===== src/rtl/phy_seq_pkg.sv =====
package phy_seq_pkg;

  typedef enum logic [1:0] {
    OP_ADDR    = 2'd0,
    OP_WR_ACK  = 2'd1,
    OP_WR_NACK = 2'd2,
    OP_READ    = 2'd3
  } ctl_op_e;

  typedef enum logic [1:0] {
    RES_LOCKED  = 2'd0,
    RES_TIMEOUT = 2'd1,
    RES_HS_ERR  = 2'd2
  } seq_res_e;

  typedef enum logic [3:0] {
    ST_IDLE,
    ST_RST_ADDR,
    ST_RST_ADDR_W,
    ST_RST_WR,
    ST_WAIT,
    ST_POLL_ADDR,
    ST_POLL_ADDR_W,
    ST_POLL_RD,
    ST_POLL_RD_W
  } seq_state_e;

endpackage


===== src/rtl/seq_wait_timer.sv =====
module seq_wait_timer #(
  parameter int unsigned CYCLES = 64,
  localparam int unsigned CW = (CYCLES < 2) ? 1 : $clog2(CYCLES)
) (
  input  logic clk,
  input  logic rst_n,
  input  logic load,
  output logic expired
);
  logic [CW-1:0] cnt_q;

  always_ff @(posedge clk or negedge rst_n) begin
    if (!rst_n)            cnt_q <= '0;
    else if (load)         cnt_q <= CW'(CYCLES - 1);
    else if (cnt_q != '0)  cnt_q <= cnt_q - 1'b1;
  end

  assign expired = (cnt_q == '0);
endmodule


===== src/rtl/seq_try_counter.sv =====
module seq_try_counter #(
  parameter int unsigned LIMIT = 10,
  localparam int unsigned TW = $clog2(LIMIT + 1)
) (
  input  logic clk,
  input  logic rst_n,
  input  logic clr,
  input  logic inc,
  output logic last
);
  logic [TW-1:0] tries_q;

  always_ff @(posedge clk or negedge rst_n) begin
    if (!rst_n)     tries_q <= '0;
    else if (clr)   tries_q <= '0;
    else if (inc)   tries_q <= tries_q + 1'b1;
  end

  assign last = (tries_q == TW'(LIMIT - 1));
endmodule


===== src/rtl/phy_lock_seq.sv =====
module phy_lock_seq
  import phy_seq_pkg::*;
#(
  parameter int unsigned DATA_W    = 16,
  parameter int unsigned DELAY_CYC = 64,
  parameter int unsigned MAX_TRIES = 10,
  parameter int unsigned LOCK_BIT  = 1,
  parameter logic [DATA_W-1:0] RST_REG  = 16'h7F3F,
  parameter logic [DATA_W-1:0] RST_VAL  = 16'h0001,
  parameter logic [DATA_W-1:0] STAT_REG = 16'h2003
) (
  input  logic              clk,
  input  logic              rst_n,
  input  logic              start,
  output logic              busy,
  output logic              done,
  output logic [1:0]        result,
  output logic              cmd_valid,
  input  logic              cmd_ready,
  output logic [1:0]        cmd_op,
  output logic [DATA_W-1:0] cmd_data,
  input  logic              rsp_valid,
  input  logic              rsp_err,
  input  logic [DATA_W-1:0] rsp_data
);
  seq_state_e state_q, state_d;
  logic       fin;
  seq_res_e   fin_code;
  logic       wait_load, wait_done;
  logic       try_clr, try_inc, try_last;
  logic       locked;
  logic [1:0] result_q;
  logic       done_q;

  assign locked = rsp_data[LOCK_BIT];

  seq_wait_timer #(.CYCLES(DELAY_CYC)) u_wait (
    .clk(clk), .rst_n(rst_n), .load(wait_load), .expired(wait_done)
  );

  seq_try_counter #(.LIMIT(MAX_TRIES)) u_tries (
    .clk(clk), .rst_n(rst_n), .clr(try_clr), .inc(try_inc), .last(try_last)
  );

  always_comb begin
    state_d   = state_q;
    fin       = 1'b0;
    fin_code  = RES_LOCKED;
    wait_load = 1'b0;
    try_clr   = 1'b0;
    try_inc   = 1'b0;
    unique case (state_q)
      ST_IDLE: if (start) begin
        state_d = ST_RST_ADDR;
        try_clr = 1'b1;
      end
      ST_RST_ADDR:   if (cmd_ready) state_d = ST_RST_ADDR_W;
      ST_RST_ADDR_W: if (rsp_valid) begin
        if (rsp_err) begin
          fin = 1'b1; fin_code = RES_HS_ERR; state_d = ST_IDLE;
        end else state_d = ST_RST_WR;
      end
      ST_RST_WR: if (cmd_ready) begin
        state_d   = ST_WAIT;
        wait_load = 1'b1;
      end
      ST_WAIT:        if (wait_done) state_d = ST_POLL_ADDR;
      ST_POLL_ADDR:   if (cmd_ready) state_d = ST_POLL_ADDR_W;
      ST_POLL_ADDR_W: if (rsp_valid) begin
        if (rsp_err) begin
          fin = 1'b1; fin_code = RES_HS_ERR; state_d = ST_IDLE;
        end else state_d = ST_POLL_RD;
      end
      ST_POLL_RD:     if (cmd_ready) state_d = ST_POLL_RD_W;
      ST_POLL_RD_W: if (rsp_valid) begin
        if (rsp_err) begin
          fin = 1'b1; fin_code = RES_HS_ERR; state_d = ST_IDLE;
        end else if (locked) begin
          fin = 1'b1; fin_code = RES_LOCKED; state_d = ST_IDLE;
        end else if (try_last) begin
          fin = 1'b1; fin_code = RES_TIMEOUT; state_d = ST_IDLE;
        end else begin
          try_inc   = 1'b1;
          wait_load = 1'b1;
          state_d   = ST_WAIT;
        end
      end
      default: state_d = ST_IDLE;
    endcase
  end

  always_ff @(posedge clk or negedge rst_n) begin
    if (!rst_n) begin
      state_q  <= ST_IDLE;
      done_q   <= 1'b0;
      result_q <= 2'b00;
    end else begin
      state_q <= state_d;
      done_q  <= fin;
      if (fin) result_q <= fin_code;
    end
  end

  always_comb begin
    cmd_valid = 1'b1;
    cmd_op    = OP_ADDR;
    cmd_data  = '0;
    unique case (state_q)
      ST_RST_ADDR:  cmd_data = RST_REG;
      ST_RST_WR:  begin cmd_op = OP_WR_NACK; cmd_data = RST_VAL; end
      ST_POLL_ADDR: cmd_data = STAT_REG;
      ST_POLL_RD:   cmd_op = OP_READ;
      default:      cmd_valid = 1'b0;
    endcase
  end

  assign busy   = (state_q != ST_IDLE);
  assign done   = done_q;
  assign result = result_q;
endmodule


===== config.mk =====
export PLATFORM = sky130hd
export DESIGN_NAME = phy_lock_seq
export DESIGN_NICKNAME = d
export VERILOG_FILES = /design/src/rtl/phy_seq_pkg.sv /design/src/rtl/seq_wait_timer.sv /design/src/rtl/seq_try_counter.sv /design/src/rtl/phy_lock_seq.sv
export SDC_FILE = /design/constraint.sdc
export NUM_CORES = 1
export LEC_CHECK = 0
export CAP_MARGIN = 20
export CORE_UTILIZATION = 43
export CTS_BUF_LIST = sky130_fd_sc_hd__clkbuf_8 sky130_fd_sc_hd__clkbuf_16
export DETAILED_ROUTE_END_ITERATION = 10
export PLACE_DENSITY_LB_ADDON = 0.3
export SYNTH_ARGS = -nofsm -noshare
export SYNTH_HDL_FRONTEND = slang
export SYNTH_SLANG_ARGS = --single-unit
export TNS_END_PERCENT = 10

===== constraint.sdc =====
create_clock -name clk -period 2.3 [get_ports clk]
set_input_delay 0.69 -clock clk [delete_from_list [all_inputs] [get_ports clk]]
set_output_delay 0.69 -clock clk [all_outputs]
set_load 0.01 [all_outputs]

==> results.ini <==
[placement]
hpwl_um=1870
dpl_worst_slack_ps=77.3
globalplace.congestion=0.962
place_inst=189
io_buffer_count=26
placed_area_um2=1430

[drt]
drt_pass1_iterations=4
wl_per_cell_um=12.3
vias=1021
drt_iter0_markers=31
viasPerCell=5.29
route.antenna.remaining_nets=0
postRouteWirelength_um=2380
drc=0

[timing]
min_period_over_period_pct=95.6
timing.fmax_mhz=455
setup_slack_ps=102
period_needed_ps=2200
finalHoldViolCount=0
slew_viol_final=0
finalSetupViolations=0
clock-skew-final_ps=2.44
whs_ps=519
rsz0062_at_grt=false
tightest_slew_ps=564
slew_headroom_pct=61.5
final.setup.tns_ps=0

[global_route]
grt_pass1_wl_um=3970
grt_max_degree=18
overflow=0
grt_usage_pct=18.7
first_global_vias=923
grt_antenna_before_repair=0

[cells_and_area]
fin_nets=190
post-route-util_pct=58.6
insertedDiodeCount=0
finish.instance_area_um2=1480
layoutNonFillerInstCount=193
final_layout_size_suffix_gt1_share_pct=12.9
areaGrowthSynthToFinish_pct=26.1
fillers=239

[clock_network]
cts_tree=done
cts-buffers-inserted=3
cts_max_level=1
clk_latency_ps=250
clkTransAtPathRegs_ps=60
clock-root-buffer=clkbuf_8
postCtsHoldBufs=0
clock_sinks=17
clk_path_buf_depth=2

[pwr]
peakVddDrop_v=0.000640
p_per_area_nw_per_um2=1090
p_leak_nw=0.699
fin_total_pwr_mw=1.61

[logic_synthesis]
synth_cell_types=37
synth_cells=140
async_flop_share_pct=100
syn_area_um2=1170
yosysTopAreaCellShare_pct=36.3
synth.avg_cell_area_um2=8.37
ys_top_cells_by_area=dfrtp_1 (36%), buf_4 (8.3%), o21ai_0 (5.1%), ha_1 (4.3%), nor2_1 (4.2%)
yosysWarnings=0
yosys.area.top_type=dfrtp_1
yosysSeqAreaShare_pct=36.3
ys.flop_type=dfrtp_1
ys_ff_latch=17
synth_edf_count=0

[outcome]
status=finished, final reports clean

[worst_setup_path]
critical_path_arrival_ps=1510
endpoint_kind=output port
cp_max_fo=4
start_kind=flip-flop
path_class=reg -> out
critPathRequiredTime_ps=1610

[worst_hold_path]
hold_class=reg -> reg

[floorplanning]
die_w_um=54.2
dieArea_um2=2940
initial_core_util_pct=46.5
rows=18
core_um2=2520
io_pins=45
die_y_um=54.2

[job]
drv_cap=0

cell type report:
class,instances,area [um^2],area share (%)
clock buffers,3,41.3,2.79
clock inverters,1,5.00,0.338
inverters,8,30.0,2.03
multi-input cells,96,596,40.3
flip-flops and latches,17,425,28.8
well taps,30,37.5,2.54
repair buffers,38,344,23.3
synthesized netlist by cell type (2+ instances only):
cell and instances:
a21oi_1 9, and2_1 2, and3_1 3, buf_2 5, buf_4 13, clkbuf_1 2, dfrtp_1 17, ha_1 4
inv_1 8, nand2_1 12, nand2b_1 2, nand3_1 5, nand3b_1 2, nand4_1 2, nor2_1 13, nor2b_1 2
nor3_1 3, o211ai_1 3, o21ai_0 12, or3_1 4
state kept, by name, summed over array words and instances (netlist names):
| register | count |
|---|---|
| state_q | 4 |
| u_tries.tries_q | 4 |
| done | 1 |
| result | 2 |
| u_wait.cnt_q | 6 |
worst max-delay path: stages (launching register included):
cell	delay [ps]
dfrtp_1	380
nand2b_4	160
inv_1	80
and2_1	120
clkdlybuf4s50_1	530
cell usage in the layout, fill, tap and decap left out, types with 2 or more instances in the layout:
| cell type | instances |
|---|---|
| clkbuf_8 | 3 |
| and2_1 | 2 |
| o211ai_1 | 3 |
| ha_1 | 4 |
| nor2_1 | 13 |
| and3_1 | 3 |
| dlymetal6s2s_1 | 2 |
| buf_4 | 12 |
| nand3b_1 | 2 |
| nand3_1 | 5 |
| clkdlybuf4s50_1 | 15 |
| dfrtp_1 | 17 |
| o21ai_0 | 12 |
| conb_1 | 3 |
| a21oi_1 | 9 |
| nor2b_1 | 2 |
| inv_1 | 8 |
| nor3_1 | 2 |
| dlygate4sd2_1 | 9 |
| or3_1 | 4 |
| nand2_1 | 12 |
| nand4_1 | 2 |
cell families after synthesis:
kind of cell	synth area share, %
simple gates	25.8
compound gates	16.3
buf+inv	14.6
flops	36.3
fa+ha+maj	4.27
xor+xnor	1.49
other cells	0.320
mux	0.854
per-layer routing:
metal	wire (um)	track usage, %	vias up	share of wire [%]
li1	-	-	510	-
met1	1100	23.4	474	46
met2	1150	32.3	32	48
met3	113	3.06	5	4.7
met4	16	6.41	0	0.67
met5	0	0	-	0
power breakdown:
group	internal [mW]	total (mW)	switching, mW
Combinational	0.442	0.895	0.453
Sequential	0.403	0.498	0.0947
Clock	0.120	0.219	0.0989
Total	0.964	1.61	0.646
path summary, 6_finish.rpt:
kind                       startpoint                 end  slack (ps)  cells after the start
min reg2reg                 result[1]           result[1]         520                      2
max reg2reg                state_q[1]  u_tries.tries_q[3]         590                      5
max in group asynchronous       rst_n          state_q[0]        1350                      2
min                         result[1]           result[1]         520                      2
min in group asynchronous       rst_n     u_wait.cnt_q[0]         760                      2
max                        state_q[3]           cmd_op[1]         100                      4
timing repair:
action,4_1_cts,5_1_grt
setup buffers,0,0
resized for setup,10,2
endpoints found under the setup margin,11,2
gates cloned,0,0
No activity file was read; power rests on OpenSTA's default activity.
